## src/rtl/gpio_port_pkg.sv

```systemverilog
// Package: shared register offsets, the decoded select type and the decoder.
// Assumes byte offsets on a 32-bit bus; only exact offsets decode.
package gpio_port_pkg;

    localparam int unsigned OFF_DIR_SET = 32'h00;
    localparam int unsigned OFF_DIR_CLR = 32'h04;
    localparam int unsigned OFF_OUT_LO  = 32'h08;
    localparam int unsigned OFF_OUT_HI  = 32'h0C;
    localparam int unsigned OFF_INPUT   = 32'h10;

    typedef enum logic [2:0] {
        SEL_NONE,
        SEL_DIR_SET,
        SEL_DIR_CLR,
        SEL_OUT_LO,
        SEL_OUT_HI,
        SEL_INPUT
    } reg_sel_e;

    function automatic reg_sel_e decode_offset(input logic [31:0] off);
        reg_sel_e s;
        case (off)
            OFF_DIR_SET: s = SEL_DIR_SET;
            OFF_DIR_CLR: s = SEL_DIR_CLR;
            OFF_OUT_LO:  s = SEL_OUT_LO;
            OFF_OUT_HI:  s = SEL_OUT_HI;
            OFF_INPUT:   s = SEL_INPUT;
            default:     s = SEL_NONE;
        endcase
        return s;
    endfunction

endpackage

```

## src/rtl/gpio_dir_reg.sv

```systemverilog
// Direction register: each 1 in a set write turns that pin into an output,
// and each 1 in a clear write turns it into an input. A set write and a clear
// write never coincide because they come from one decoded address.
module gpio_dir_reg #(
    parameter int PIN_N = 32
) (
    input  logic             clk,
    input  logic             rst_n,
    input  logic             set_en,
    input  logic             clr_en,
    input  logic [PIN_N-1:0] bits,
    output logic [PIN_N-1:0] dir_q
);

    // Purpose: apply the set or clear pattern, or hold.
    always_ff @(posedge clk) begin
        if (!rst_n) begin
            dir_q <= '0;
        end else if (set_en) begin
            dir_q <= dir_q | bits;
        end else if (clr_en) begin
            dir_q <= dir_q & ~bits;
        end
    end

endmodule

```

## src/rtl/gpio_out_half.sv

```systemverilog
// One half-port output register. The upper half of the write word is a
// per-pin mask and the lower half carries the new values; only pins with a
// mask bit of 1 change.
module gpio_out_half #(
    parameter int DATA_W = 32,
    localparam int HALF_W = DATA_W / 2
) (
    input  logic              clk,
    input  logic              rst_n,
    input  logic              wr_en,
    input  logic [DATA_W-1:0] wdata,
    output logic [HALF_W-1:0] val_q
);

    logic [HALF_W-1:0] mask;
    logic [HALF_W-1:0] newv;
    logic [HALF_W-1:0] merged;

    // Purpose: split the word and merge the masked values into the held ones.
    always_comb begin
        mask   = wdata[DATA_W-1:HALF_W];
        newv   = wdata[HALF_W-1:0];
        merged = (val_q & ~mask) | (newv & mask);
    end

    // Purpose: store the merged half on a write.
    always_ff @(posedge clk) begin
        if (!rst_n) begin
            val_q <= '0;
        end else if (wr_en) begin
            val_q <= merged;
        end
    end

endmodule

```

## src/rtl/gpio_in_sync.sv

```systemverilog
// Multi-stage synchronizer for the asynchronous pad inputs. The stage count
// is a parameter, with a minimum of two. All stages reset to zero.
module gpio_in_sync #(
    parameter int WIDTH  = 32,
    parameter int STAGES = 2
) (
    input  logic             clk,
    input  logic             rst_n,
    input  logic [WIDTH-1:0] async_in,
    output logic [WIDTH-1:0] sync_out
);

    logic [WIDTH-1:0] stage_q [STAGES];

    // Purpose: first stage samples the raw pads.
    always_ff @(posedge clk) begin
        if (!rst_n) stage_q[0] <= '0;
        else        stage_q[0] <= async_in;
    end

    for (genvar g = 1; g < STAGES; g++) begin : g_stage
        // Purpose: each later stage retimes the one before it.
        always_ff @(posedge clk) begin
            if (!rst_n) stage_q[g] <= '0;
            else        stage_q[g] <= stage_q[g-1];
        end
    end

    assign sync_out = stage_q[STAGES-1];

endmodule

```

## src/rtl/gpio_rd_mux.sv

```systemverilog
// Registered read multiplexer. It picks the addressed register and zero-extends
// each output half. Unmapped selects read as zero, with one cycle of latency.
module gpio_rd_mux
    import gpio_port_pkg::*;
#(
    parameter int DATA_W = 32,
    localparam int HALF_W = DATA_W / 2
) (
    input  logic              clk,
    input  logic              rst_n,
    input  reg_sel_e          sel,
    input  logic [DATA_W-1:0] dir_v,
    input  logic [HALF_W-1:0] out_lo,
    input  logic [HALF_W-1:0] out_hi,
    input  logic [DATA_W-1:0] in_v,
    output logic [DATA_W-1:0] rdata
);

    logic [DATA_W-1:0] pick;

    // Purpose: choose the source for the addressed register.
    always_comb begin
        case (sel)
            SEL_DIR_SET, SEL_DIR_CLR: pick = dir_v;
            SEL_OUT_LO: pick = {{(DATA_W-HALF_W){1'b0}}, out_lo};
            SEL_OUT_HI: pick = {{(DATA_W-HALF_W){1'b0}}, out_hi};
            SEL_INPUT:  pick = in_v;
            default:    pick = '0;
        endcase
    end

    // Purpose: register the read data.
    always_ff @(posedge clk) begin
        if (!rst_n) rdata <= '0;
        else        rdata <= pick;
    end

endmodule

```

## src/rtl/gpio_port_regs.sv

```systemverilog
// Top of the GPIO port register block. It decodes the bus address, routes
// writes to the direction and output-half registers, synchronizes the pads
// and drives registered read data. The pin count equals the bus width.
module gpio_port_regs
    import gpio_port_pkg::*;
#(
    parameter int DATA_W      = 32,
    parameter int ADDR_W      = 8,
    parameter int SYNC_STAGES = 2
) (
    input  logic              clk,
    input  logic              rst_n,
    input  logic [ADDR_W-1:0] bus_addr,
    input  logic              bus_wr,
    input  logic [DATA_W-1:0] bus_wdata,
    output logic [DATA_W-1:0] bus_rdata,
    input  logic [DATA_W-1:0] pad_in,
    output logic [DATA_W-1:0] pad_out,
    output logic [DATA_W-1:0] pad_oe
);

    localparam int HALF_W = DATA_W / 2;
    localparam int HALVES = 2;

    reg_sel_e          sel;
    logic [DATA_W-1:0] in_sync;
    logic [HALF_W-1:0] half_q [HALVES];

    // Purpose: decode the byte offset into a register select.
    always_comb begin
        sel = decode_offset(32'(bus_addr));
    end

    gpio_dir_reg #(.PIN_N(DATA_W)) u_dir (
        .clk    (clk),
        .rst_n  (rst_n),
        .set_en (bus_wr && (sel == SEL_DIR_SET)),
        .clr_en (bus_wr && (sel == SEL_DIR_CLR)),
        .bits   (bus_wdata),
        .dir_q  (pad_oe)
    );

    for (genvar h = 0; h < HALVES; h++) begin : g_half
        localparam reg_sel_e MY_SEL = (h == 0) ? SEL_OUT_LO : SEL_OUT_HI;
        gpio_out_half #(.DATA_W(DATA_W)) u_half (
            .clk   (clk),
            .rst_n (rst_n),
            .wr_en (bus_wr && (sel == MY_SEL)),
            .wdata (bus_wdata),
            .val_q (half_q[h])
        );
        assign pad_out[h*HALF_W +: HALF_W] = half_q[h];
    end

    gpio_in_sync #(.WIDTH(DATA_W), .STAGES(SYNC_STAGES)) u_sync (
        .clk      (clk),
        .rst_n    (rst_n),
        .async_in (pad_in),
        .sync_out (in_sync)
    );

    gpio_rd_mux #(.DATA_W(DATA_W)) u_rd (
        .clk    (clk),
        .rst_n  (rst_n),
        .sel    (sel),
        .dir_v  (pad_oe),
        .out_lo (half_q[0]),
        .out_hi (half_q[1]),
        .in_v   (in_sync),
        .rdata  (bus_rdata)
    );

endmodule

```

## config.mk

```make
export PLATFORM = sky130hd
export DESIGN_NAME = gpio_port_regs
export DESIGN_NICKNAME = d
export VERILOG_FILES = /design/src/rtl/gpio_port_pkg.sv /design/src/rtl/gpio_dir_reg.sv /design/src/rtl/gpio_out_half.sv /design/src/rtl/gpio_in_sync.sv /design/src/rtl/gpio_rd_mux.sv /design/src/rtl/gpio_port_regs.sv
export SDC_FILE = /design/constraint.sdc
export NUM_CORES = 1
export LEC_CHECK = 0
export ABC_AREA = 1
export CAP_MARGIN = 20
export CORE_MARGIN = 3
export CORE_UTILIZATION = 51
export CTS_CLUSTER_SIZE = 40
export DETAILED_ROUTE_END_ITERATION = 12
export GPL_ROUTABILITY_DRIVEN = 0
export GPL_TIMING_DRIVEN = 0
export HOLD_SLACK_MARGIN = 0.1
export PLACE_DENSITY_LB_ADDON = 0.08
export SLEW_MARGIN = 30
export SYNTH_ARGS = -nofsm -noshare
export SYNTH_HDL_FRONTEND = slang
export SYNTH_SLANG_ARGS = --single-unit
```

## constraint.sdc

```tcl
create_clock -name clk -period 2.2 [get_ports clk]
set_input_delay 0.44 -clock clk [delete_from_list [all_inputs] [get_ports clk]]
set_output_delay 0.44 -clock clk [all_outputs]
set_load 0.03 [all_outputs]
```

==> impl_metrics.csv, run 1 <==
group,metric,value,unit
timing,finalWorstSetupSlack,207,ps
power,p_int,0.00479,W
power,p_seq_share,47.7,%
clock_network,clk_transition_reported_paths,60,ps
global_routing,globalRoute.totalOverflow,0,
worst_hold_path,worstHoldPathCells,2,
clock_network,cts_root_buffer,"clkbuf_16",
synth,syn-num-nets,860,
clock_network,ctsHoldBuffers,0,
placement,pre_cts_slack,-9.90,ps
clock_network,ctsLongestPathBuffers,2,
clock_network,post-cts-setup-buffers,0,
final_layout,syn2layout_area_growth,40.7,%
synth,syn-mean-instance-area,7.68,sq um
power,power.switching,0.00144,W
synth,synthesis.instances,785,
power,share_comb_of_total_power,5.6,%
timing,worst-slew-pin-transition,664,ps
drt,detailedRoute.firstIterationViolations,683,
die,ioPinCount,171,
critical_path,timing.rr.end,"u_rd.rdata[8]$_SDFF_PN0_",
synth,synth_largest_type_area_fraction,53.1,%
clock_network,cts.sink_count,160,
timing,number_of_failing_setup_endpoints_in_the_final_timing_report,0,
timing,final.setup_skew,6.45,ps
timing,finalCriticalPeriod,1990,ps
synth,post_synthesis_cell_area,6030,sq um
synth,ys_types,19,
drt,avgViaCountPerCell,5.39,
worst_hold_path,hold_path_end,"u_sync.stage_q[1][6]$_SDFF_PN0_",
critical_path,worst_path_max_delay_cell,"clkdlybuf4s50_1",
global_routing,grt_pass1_wl,28600,um
clock_network,count_of_h_tree_levels_built_during_cts,4,
timing,finalCritPeriodShare,90.6,%
timing,setup_tns,0,ps
final_layout,drive_gt1_share,8.52,%
placement,dp_hpwl,13600,um
timing,hold_viol,0,
clock_network,cts_tree,"built",
power,report.power.total,0.00623,W
run_status,run_status,"finished, final reports clean",
timing,max_clock_freq,502,MHz
critical_path,critical_path_peak_fanout,3,
clock_network,post_cts_resized,0,
synth,synth.top_cells.by_area,"dfxtp_1, nand2_1, nand3_1",
global_routing,track_usage,28.4,%
die,rows,39,
job,max_cap_viol_count,0,
critical_path,worst_ep_required_time,1760,ps
critical_path,critPathArrivalTime,1550,ps
die,floorplan.initialDensity,52.6,%
synth,yosys_reg_bits,160,
synth,seq_area_frac_synth,53.1,%
final_layout,num-fill-cells,895,
global_routing,antenna_violations_before_repair,0,
critical_path,setup.worst_path.start_class,"register",
drt,post_drt_wl_per_cell,16.6,um
critical_path,setup.reg_to_reg.worst_slack,1320,ps
die,fp.dieArea,13200,sq um
synth,ys_warn_count,0,
critical_path,path_buf_inv,1,
power,p_sw_share,23.0,%
power,clkPwrFrac,46.7,%
drt,drt_pass1_iterations,7,
die,die-width,115,um
power,total_leakage_power,3.46,nW
critical_path,crit_chain,"clkdlybuf4s50_1",
timing,holdWs,408,ps
global_routing,grt_pass1_vias,5649,
power,power.density_cell_area,734,nW/um^2
timing,rsz_0062_raised_after_global_routing,"false",
critical_path,timing.critical_path.slowest_cell_delay,710,ps
critical_path,critical_path.top_delay_family,"buffers and inverters",
drt,routed-via-count,6089,
placement,portBuffers,169,
timing,report.final.slew_viol_count,0,
drt,ant_nets,0,
drt,routed_wire_length,18800,um
critical_path,worstSetupPathType,"reg2out",
worst_hold_path,hold_class,"reg2reg",
synth,synth_largest_area_cell,"dfxtp_1",
clock_network,worst_skew_pair.late_latency,420,ps
critical_path,r2r.worst_path.cells,4,
timing,slew_headroom,55.7,%
clock_network,numCtsBuffers,17,
die,vert_die_dim,115,um
critical_path,setup.worst_path.end_class,"output pin",
die,floorplan.core_area,11500,sq um
final_layout,antennaDiodeCount,0,
power,peakVddDrop,592,uV
final_layout,finish.net_count,1048,
global_routing,grt_start_max_net_pins,17,
worst_hold_path,min_from,"u_sync.stage_q[0][6]$_SDFF_PN0_",
drt,remaining_drc_errors,0,
final_layout,post-route-util,74.0,%
worst reg2reg max path, delay by kind of cell (launching register included):
family	cells	cell delay [ps]
flip-flops	1	330
AND/OR/NAND/NOR	4	420
how the worst max path moves through the flow:
stage                      from                        end  cells past startpoint
finish                 register                 pad_oe[31]                      1
global route           register                 pad_oe[31]                      1
CTS                    register                 pad_oe[26]                      1
detailed placement        rst_n  u_rd.rdata[30]$_SDFF_PN0_                      5
global placement          rst_n  u_rd.rdata[31]$_SDFF_PN0_                      5
floorplan           bus_addr[5]                   register                      9
layout make-up:
class,count,area [sq um],share of cell area (%)
clock inverters,14,155,1.83
multi-input cells,490,2250,26.5
inverters,91,343,4.04
flip-flops and latches,160,3200,37.8
clock buffers,18,429,5.06
well taps,143,179,2.11
plain buffers,44,234,2.76
repair buffers,169,1690,19.9
layout by cell type (no fill, tap or decap), drive strengths merged:
cell,Yosys,routed
clkbuf,18,36
dfxtp,160,160
buf,26,26
a22oi,16,16
nor2,72,72
and2,1,1
bufinv,0,2
clkinv,1,4
clkinvlp,0,5
inv,90,94
nand3,114,114
clkdlybuf4s50,0,169
a21oi,65,65
nand2,222,222
logic make-up (layout without fill, tap and decap cells):
family | count (synthesis) | in the layout | share of synthesized area (%)
buf+inv | 135 | 336 | 9.57
simple gates | 409 | 409 | 29.1
compound gates | 81 | 81 | 8.22
flops | 160 | 160 | 53.1
synth_stat cells:
library cell and n:
inv_1 85, nand2_1 215, and2_1 1, buf_6 5
nor2_1 66, buf_2 16, a21oi_1 65, nand2_2 7
a22oi_1 6, a22oi_2 10, nor2_4 5, nand3_1 114
clkinv_2 1, dfxtp_1 160, inv_2 5, clkbuf_1 18
buf_4 3, buf_1 2, nor2_8 1
power by group through the flow:
stage,logic (W),registers [W],clock network (W)
2_1_floorplan,0.000117,0.00303,0
3_3_place_gp,0.000331,0.00303,0
3_5_place_dp,0.000341,0.00304,0
4_1_cts,0.000343,0.00297,0.00292
5_1_grt,0.000373,0.00297,0.00304
6_report,0.000348,0.00297,0.00291
per-stage QoR:
step                      cells  cell area (sq um)
after floorplan             785               6030
after CTS                  1129               8480
final                      1129               8480
after global routing       1129               8480
after detailed placement   1097               7900
after global placement     1097               7900
per-layer routing:
| metal | part of all wire (%) | track usage (%) | routed length [um] | up-vias |
|---|---|---|---|---|
| li1 | - | - | - | 2837 |
| met1 | 37 | 35.2 | 6880 | 2776 |
| met2 | 46 | 46.2 | 8670 | 411 |
| met3 | 14 | 7.82 | 2560 | 65 |
| met4 | 3.6 | 13.1 | 675 | 0 |
| met5 | 0 | 0 | 0 | - |
Note: power is estimated with default switching activity, not from simulation.
==> run 2: changes to the inputs <==
--- a/config.mk
+++ b/config.mk
@@ -6,7 +6,6 @@
 export NUM_CORES = 1
 export LEC_CHECK = 0
 export ABC_AREA = 1
-export CAP_MARGIN = 20
 export CORE_MARGIN = 3
 export CORE_UTILIZATION = 51
 export CTS_CLUSTER_SIZE = 40
==> results of run 2 <==
The final DEF is identical to that of run 1; final timing and power are the same.
